<file path="config.mk">
export PLATFORM = sky130hd
export DESIGN_NAME = clk_switch_seq
export DESIGN_NICKNAME = d
export VERILOG_FILES = /design/src/rtl/clkseq_pkg.sv /design/src/rtl/clkseq_merge.sv /design/src/rtl/clkseq_vsync_wait.sv /design/src/rtl/clkseq_ctrl.sv /design/src/rtl/clk_switch_seq.sv
export SDC_FILE = /design/constraint.sdc
export NUM_CORES = 1
export LEC_CHECK = 0
export ABC_AREA = 0
export ABC_CLOCK_PERIOD_IN_PS = 1900
export BUFFER_PORTS_ARGS = -buffer_cell sky130_fd_sc_hd__buf_2
export CAP_MARGIN = 20
export CORE_ASPECT_RATIO = 0.6
export CORE_UTILIZATION = 48
export DETAILED_ROUTE_END_ITERATION = 12
export PLACE_DENSITY = 0.82
export SYNTH_ARGS = -nofsm -noshare
export SYNTH_HDL_FRONTEND = slang
export SYNTH_HIERARCHICAL = 1
export SYNTH_SLANG_ARGS = --single-unit
</file>
<file path="constraint.sdc">
create_clock -name clk -period 1.9 [get_ports clk]
set_input_delay 0.38 -clock clk [delete_from_list [all_inputs] [get_ports clk]]
set_output_delay 0.38 -clock clk [all_outputs]
set_load 0.01 [all_outputs]
</file>
<file path="src/rtl/clkseq_pkg.sv">
package clkseq_pkg;
   typedef enum logic [2:0] {
      SQ_IDLE,
      SQ_STAGE,
      SQ_SETTLE1,
      SQ_FULL,
      SQ_SETTLE2
   } seq_state_t;

   typedef enum logic [1:0] {
      VW_IDLE,
      VW_LOW,
      VW_HIGH
   } vwait_state_t;
endpackage

</file>
<file path="src/rtl/clkseq_merge.sv">
module clkseq_merge #(
   parameter int DATA_W = 32
) (
   input  logic [DATA_W-1:0] old_word,
   input  logic [DATA_W-1:0] new_word,
   input  logic [DATA_W-1:0] sel_mask,
   output logic [DATA_W-1:0] staged_word
);
   // select bits come from the target, divider/shift bits stay as they are
   assign staged_word = (old_word & ~sel_mask) | (new_word & sel_mask);
endmodule

</file>
<file path="src/rtl/clkseq_vsync_wait.sv">
module clkseq_vsync_wait
   import clkseq_pkg::*;
#(
   parameter int POLL_LIMIT  = 10000,
   parameter int SYNC_STAGES = 2
) (
   input  logic clk,
   input  logic rst_n,
   input  logic vsync_raw,
   input  logic start,
   output logic fin,
   output logic tmo_evt
);
   localparam int CNT_W = $clog2(POLL_LIMIT + 1);
   localparam logic [CNT_W-1:0] LAST = CNT_W'(POLL_LIMIT - 1);

   generate
      if (POLL_LIMIT < 2) begin : g_bad_limit
         $error("POLL_LIMIT must be at least 2");
      end
      if (SYNC_STAGES < 0) begin : g_bad_sync
         $error("SYNC_STAGES must not be negative");
      end
   endgenerate

   logic vs;

   generate
      if (SYNC_STAGES == 0) begin : g_nosync
         assign vs = vsync_raw;
      end else begin : g_sync
         logic [SYNC_STAGES-1:0] sh;
         always_ff @(posedge clk or negedge rst_n) begin
            if (!rst_n) sh <= '0;
            else        sh <= {sh[SYNC_STAGES-2 >= 0 ? SYNC_STAGES-2 : 0:0], vsync_raw} >> 0;
         end
         assign vs = sh[SYNC_STAGES-1];
      end
   endgenerate

   vwait_state_t     st;
   logic [CNT_W-1:0] cnt;
   logic             at_last;

   assign at_last = (cnt == LAST);

   always_comb begin
      fin     = (st == VW_HIGH) && (vs || at_last);
      tmo_evt = ((st == VW_LOW)  &&  vs && at_last) ||
                ((st == VW_HIGH) && !vs && at_last);
   end

   always_ff @(posedge clk or negedge rst_n) begin
      if (!rst_n) begin
         st  <= VW_IDLE;
         cnt <= '0;
      end else begin
         case (st)
            VW_IDLE: begin
               cnt <= '0;
               if (start) st <= VW_LOW;
            end
            VW_LOW: begin
               if (!vs || at_last) begin
                  st  <= VW_HIGH;
                  cnt <= '0;
               end else begin
                  cnt <= cnt + 1'b1;
               end
            end
            VW_HIGH: begin
               if (vs || at_last) begin
                  st  <= VW_IDLE;
                  cnt <= '0;
               end else begin
                  cnt <= cnt + 1'b1;
               end
            end
            default: st <= VW_IDLE;
         endcase
      end
   end

   // a polling phase never runs past its sample budget
   p_poll_bound_r6: assert property (@(posedge clk) disable iff (!rst_n)
      (st != VW_IDLE) |-> (cnt < CNT_W'(POLL_LIMIT)));

   // the high-waiting phase is only ever entered from the low-waiting phase
   p_low_then_high_r5: assert property (@(posedge clk) disable iff (!rst_n)
      (st == VW_HIGH && $past(st) != VW_HIGH) |-> ($past(st) == VW_LOW));

   p_start_when_idle_r2: assert property (@(posedge clk) disable iff (!rst_n)
      start |-> (st == VW_IDLE));
endmodule

</file>
<file path="src/rtl/clkseq_ctrl.sv">
module clkseq_ctrl
   import clkseq_pkg::*;
#(
   parameter int DATA_W = 32,
   parameter int ADDR_W = 12
) (
   input  logic              clk,
   input  logic              rst_n,
   input  logic              req_valid,
   input  logic [ADDR_W-1:0] req_addr,
   input  logic [DATA_W-1:0] req_old,
   input  logic [DATA_W-1:0] req_new,
   input  logic [DATA_W-1:0] req_mask,
   output logic              req_ready,
   output logic [DATA_W-1:0] old_q,
   output logic [DATA_W-1:0] new_q,
   output logic [DATA_W-1:0] mask_q,
   input  logic [DATA_W-1:0] staged_word,
   output logic              wait_start,
   input  logic              wait_fin,
   input  logic              wait_tmo,
   output logic              wr_en,
   output logic [ADDR_W-1:0] wr_addr,
   output logic [DATA_W-1:0] wr_data,
   output logic              busy,
   output logic              done,
   output logic              timeout_seen
);
   seq_state_t        st;
   logic [ADDR_W-1:0] addr_q;
   logic              accept;

   assign req_ready = (st == SQ_IDLE);
   assign busy      = (st != SQ_IDLE);
   assign accept    = req_ready && req_valid;

   always_comb begin
      wr_en      = (st == SQ_STAGE) || (st == SQ_FULL);
      wait_start = wr_en;
      wr_addr    = addr_q;
      wr_data    = (st == SQ_FULL) ? new_q : staged_word;
   end

   always_ff @(posedge clk or negedge rst_n) begin
      if (!rst_n) begin
         st           <= SQ_IDLE;
         addr_q       <= '0;
         old_q        <= '0;
         new_q        <= '0;
         mask_q       <= '0;
         done         <= 1'b0;
         timeout_seen <= 1'b0;
      end else begin
         done <= 1'b0;
         if (wait_tmo) timeout_seen <= 1'b1;
         case (st)
            SQ_IDLE: if (accept) begin
               addr_q       <= req_addr;
               old_q        <= req_old;
               new_q        <= req_new;
               mask_q       <= req_mask;
               timeout_seen <= 1'b0;
               st           <= SQ_STAGE;
            end
            SQ_STAGE:   st <= SQ_SETTLE1;
            SQ_SETTLE1: if (wait_fin) st <= SQ_FULL;
            SQ_FULL:    st <= SQ_SETTLE2;
            SQ_SETTLE2: if (wait_fin) begin
               st   <= SQ_IDLE;
               done <= 1'b1;
            end
            default:    st <= SQ_IDLE;
         endcase
      end
   end

   // staged word keeps every non-select bit of the old register word
   p_stage_keeps_old_r3: assert property (@(posedge clk) disable iff (!rst_n)
      (st == SQ_STAGE) |-> ((wr_data & ~mask_q) == (old_q & ~mask_q)));

   // the two writes of a request are never back to back
   p_writes_apart_r4: assert property (@(posedge clk) disable iff (!rst_n)
      wr_en |=> !wr_en);

   // completion is a single-cycle pulse
   p_done_single_r8: assert property (@(posedge clk) disable iff (!rst_n)
      done |=> !done);

   // busy only starts after a presented request
   p_accept_needs_req_r2: assert property (@(posedge clk) disable iff (!rst_n)
      (busy && !$past(busy)) |-> $past(req_valid));

   // the timeout mark survives until a new request is taken
   p_tmo_sticky_r7: assert property (@(posedge clk) disable iff (!rst_n)
      (timeout_seen && !accept) |=> timeout_seen);
endmodule

</file>
<file path="src/rtl/clk_switch_seq.sv">
module clk_switch_seq #(
   parameter int DATA_W      = 32,
   parameter int ADDR_W      = 12,
   parameter int POLL_LIMIT  = 10000,
   parameter int SYNC_STAGES = 2
) (
   input  logic              clk,
   input  logic              rst_n,
   input  logic              req_valid,
   output logic              req_ready,
   input  logic [ADDR_W-1:0] req_addr,
   input  logic [DATA_W-1:0] req_old,
   input  logic [DATA_W-1:0] req_new,
   input  logic [DATA_W-1:0] req_sel_mask,
   input  logic              vsync_active,
   output logic              wr_en,
   output logic [ADDR_W-1:0] wr_addr,
   output logic [DATA_W-1:0] wr_data,
   output logic              busy,
   output logic              done,
   output logic              timeout_seen
);
   generate
      if (DATA_W < 1 || ADDR_W < 1) begin : g_bad_width
         $error("DATA_W and ADDR_W must be positive");
      end
   endgenerate

   logic [DATA_W-1:0] old_q, new_q, mask_q, staged_word;
   logic              wait_start, wait_fin, wait_tmo;

   clkseq_merge #(.DATA_W(DATA_W)) u_merge (
      .old_word    (old_q),
      .new_word    (new_q),
      .sel_mask    (mask_q),
      .staged_word (staged_word)
   );

   clkseq_vsync_wait #(
      .POLL_LIMIT  (POLL_LIMIT),
      .SYNC_STAGES (SYNC_STAGES)
   ) u_wait (
      .clk       (clk),
      .rst_n     (rst_n),
      .vsync_raw (vsync_active),
      .start     (wait_start),
      .fin       (wait_fin),
      .tmo_evt   (wait_tmo)
   );

   clkseq_ctrl #(.DATA_W(DATA_W), .ADDR_W(ADDR_W)) u_ctrl (
      .clk          (clk),
      .rst_n        (rst_n),
      .req_valid    (req_valid),
      .req_addr     (req_addr),
      .req_old      (req_old),
      .req_new      (req_new),
      .req_mask     (req_sel_mask),
      .req_ready    (req_ready),
      .old_q        (old_q),
      .new_q        (new_q),
      .mask_q       (mask_q),
      .staged_word  (staged_word),
      .wait_start   (wait_start),
      .wait_fin     (wait_fin),
      .wait_tmo     (wait_tmo),
      .wr_en        (wr_en),
      .wr_addr      (wr_addr),
      .wr_data      (wr_data),
      .busy         (busy),
      .done         (done),
      .timeout_seen (timeout_seen)
   );
endmodule

</file>
==> results.toml <==
[outcome]
status = "finished, violations left"
violations = "negative setup slack"

[critical_path]
r2r_start = "u_wait/cnt[4]$_DFFE_PN0P_"
critPathLaunchType = "flip-flop"
end_kind = "output port"
worstReg2RegEnd = "u_wait/cnt[12]$_DFFE_PN0P_"
crit_type = "reg2out"
reg2reg_slack_ns = 0.04
critPathMostFrequentCell = "buf_12"
reg2reg_depth = 4
cp_max_fo = 8
crit_slowest_cell = "dfrtp_1"
path_cells = "nand3b_1, buf_6, buf_12, buf_12, mux2_2, buf_2"
critPathRequiredTime_ns = 1.52
worstPathArrival_ns = 1.82
slowest_delay_ns = 0.37

[layout]
layout.cells.non_filler = 794
final_util = 0.658
nets = 734
drive_gt1_frac = 0.640
syn_to_final_growth_pct = 30.7
fillers = 887

[pwr]
leakage_nw = 3.80
powerDensity_mw_per_mm2 = 1760
finalPower_mw = 14.3
vdd_ir_drop_max_v = 0.00110

[detailed_routing]
avgRoutedWirePerCell_um = 17.8
final_antenna_net_count = 0
route.detailed.drc = 0
drt-total-wl_mm = 14.1
first_pass_iters = 5
routed-via-count = 4166
initialDrtViolationCount = 154
avgViaCountPerCell = 5.25

[yosys]
synth.area.top_cells = "dfrtp_1 (53%), mux2_2 (24%), mux2_4 (7.7%)"
synth_seq_cells = 131
yosys.area.top_type_share = 0.528
synth.avg_cell_area_um2 = 14.6
yosysSeqAreaShare = 0.528
synthCells = 426
yosys-top-cells-count = "mux2_2 (132), dfrtp_1 (131), mux2_4 (32)"
synth_most_common_cell = "mux2_2"
synthArstFlopShare = 1.00
ys.flop_type = "dfrtp_1"
syn_area_mm2 = 0.00620
yosysUniqueCellTypes = 45
syn-num-nets = 543
yosys.area.top_type = "dfrtp_1"
synth_edf_count = 0
synth_warnings = 6

[clock_network]
cts-root-buf = "clkbuf_16"
cts_buffer_depth = 2
insertion_delay_ns = 0.41
cts_buffers = 17
clk_pin_slew_ns = 0.06
h-tree-depth = 4
tritoncts = "done"
cts_sinks = 131

[placed_design]
hpwl_mm = 9.23
placedCellCount = 747
place_congestion = 0.836
io_buffers = 160
dp_slack_ns = 0.0335

[global_route]
grt_pass1_vias = 4466
grt_pass1_wl_mm = 22.4
gr-usage-all-layers = 0.218
grt_max_degree = 69
grt_overflow = 0
antenna_found_initial = 2

[hold_path]
min_from = "vsync_active"
min_delay_path_depth = 1
min_to = "u_wait/g_sync.sh[0]$_DFF_PN0_"
hp-class = "in2reg"

[timing]
fin_crit_sh = 1.16
maxSlewViolCount = 0
finalSetupViolCount = 32
relSlewSlack = 0.689
fin_crit_ns = 2.20
worst_clock_skew_ns = 0.0107
rsz0062_at_grt = "true"
hold_viol_final = 0
fin_ws_ns = -0.296
tightestPinTransition_ns = 0.467
fmax_ghz = 0.455
fin_setup_tns_ns = -7.83

[floorplanning]
die_width_um = 149
dieArea_mm2 = 0.0134
start_util = 0.503
rows = 31
num_io_pins = 161
coreArea_mm2 = 0.0123
die_h_um = 90.1

[run]
max_cap_viol_count = 0
per-stage QoR:
step                cell area, um2  hold WS, ns
global placement              7240        0.342
detailed placement            7240        0.340
global route                  8110       0.0692
CTS                           8070       0.0767
finish                        8110       0.0905
floorplan                     6200       0.0844
worst max-delay path, delay by kind of cell, from the launching register on:
family,cells,cell delay (ns)
buf+inv,4,0.55
mux,1,0.29
flops,1,0.37
simple gates,1,0.20
timing repair:
item,CTS,global route
resized for setup,24,5
setup endpoints to repair,32,112
hold buffers,1,0
buffers inserted,8,5
gates cloned,2,1
pin swaps,1,4
hold endpoints to repair,33,0
placed cells by master, fill, tap and decap left out, drive strengths merged, types with 2 or more instances in the layout:
master    count
a211o         2
a211oi        4
a21o          4
a21oi         2
a221o         2
and3          2
buf         192
clkbuf       20
clkinv        2
clkinvlp      6
dfrtp       131
ha            5
inv           9
mux2        173
mux2i         2
nand2        11
nand3         3
nand4         5
nor2          5
nor3          9
nor4          4
nor4b         3
o21ai        10
o31ai         2
or3           3
xnor2         5
area by class of cell:
| class | instances | area, um2 | area share |
|---|---|---|---|
| Clock buffer | 19 | 453 | 0.0558 |
| Clock inverter | 11 | 106 | 0.0131 |
| Timing Repair Buffer | 194 | 1290 | 0.159 |
| Multi-Input combinational cell | 266 | 2750 | 0.339 |
| Inverter | 7 | 26.3 | 0.00324 |
| Sequential cell | 131 | 3280 | 0.405 |
| Antenna cell | 1 | 2.50 | 0.000309 |
| Tap cell | 165 | 206 | 0.0255 |
layer usage:
| layer | global-route usage | vias to the layer above | share of wire |
|---|---|---|---|
| li1 | - | 1934 | - |
| met3 | 0.0954 | 10 | 0.084 |
| met4 | 0.0536 | 2 | 0.0037 |
| met1 | 0.285 | 2075 | 0.45 |
| met5 | 0 | - | 0.00099 |
| met2 | 0.333 | 145 | 0.46 |
how the worst max path moves through the flow:
stage	from	to	slack (ns)	depth (start not counted)
global route	u_ctrl/st[2]$_DFFE_PN0P_	wr_data[20]	-0.38	6
floorplan	u_wait/cnt[0]$_DFFE_PN0P_	u_ctrl/st[2]$_DFFE_PN0P_	0.06	6
finish	u_ctrl/st[2]$_DFFE_PN0P_	wr_data[20]	-0.30	6
global placement	u_wait/cnt[0]$_DFFE_PN0P_	u_ctrl/st[2]$_DFFE_PN0P_	0.09	6
detailed placement	u_wait/cnt[0]$_DFFE_PN0P_	u_ctrl/st[2]$_DFFE_PN0P_	0.03	6
CTS	u_ctrl/st[2]$_DFFE_PN0P_	wr_data[20]	-0.29	6
cells by family (layout without fill, tap and decap cells):
logic type / after synthesis / after routing / synth area share
compound gates: 29 / 29 / 0.0331
xor+xnor: 5 / 5 / 0.00706
flops: 131 / 131 / 0.528
other cells: 0 / 1 / 0
buf+inv: 29 / 231 / 0.0327
simple gates: 52 / 52 / 0.0522
fa+ha+maj: 5 / 5 / 0.0101
mux: 175 / 175 / 0.337
power by group:
group	internal [mW]	total, mW	switching [mW]
registers	4.05	4.88	0.830
logic	3.94	6.31	2.37
clock network	1.86	3.07	1.21
total	9.85	14.3	4.41
registers in the layout, indices dropped and copies added (netlist names), 2 cells and up:
signal / cells
u_ctrl/old_q: 32
u_ctrl/wr_addr: 12
u_ctrl/st: 3
u_ctrl/mask_q: 32
u_wait/cnt: 14
u_ctrl/new_q: 32
u_wait/g_sync.sh: 2
u_wait/st: 2
(Power assumes the default switching activity.)
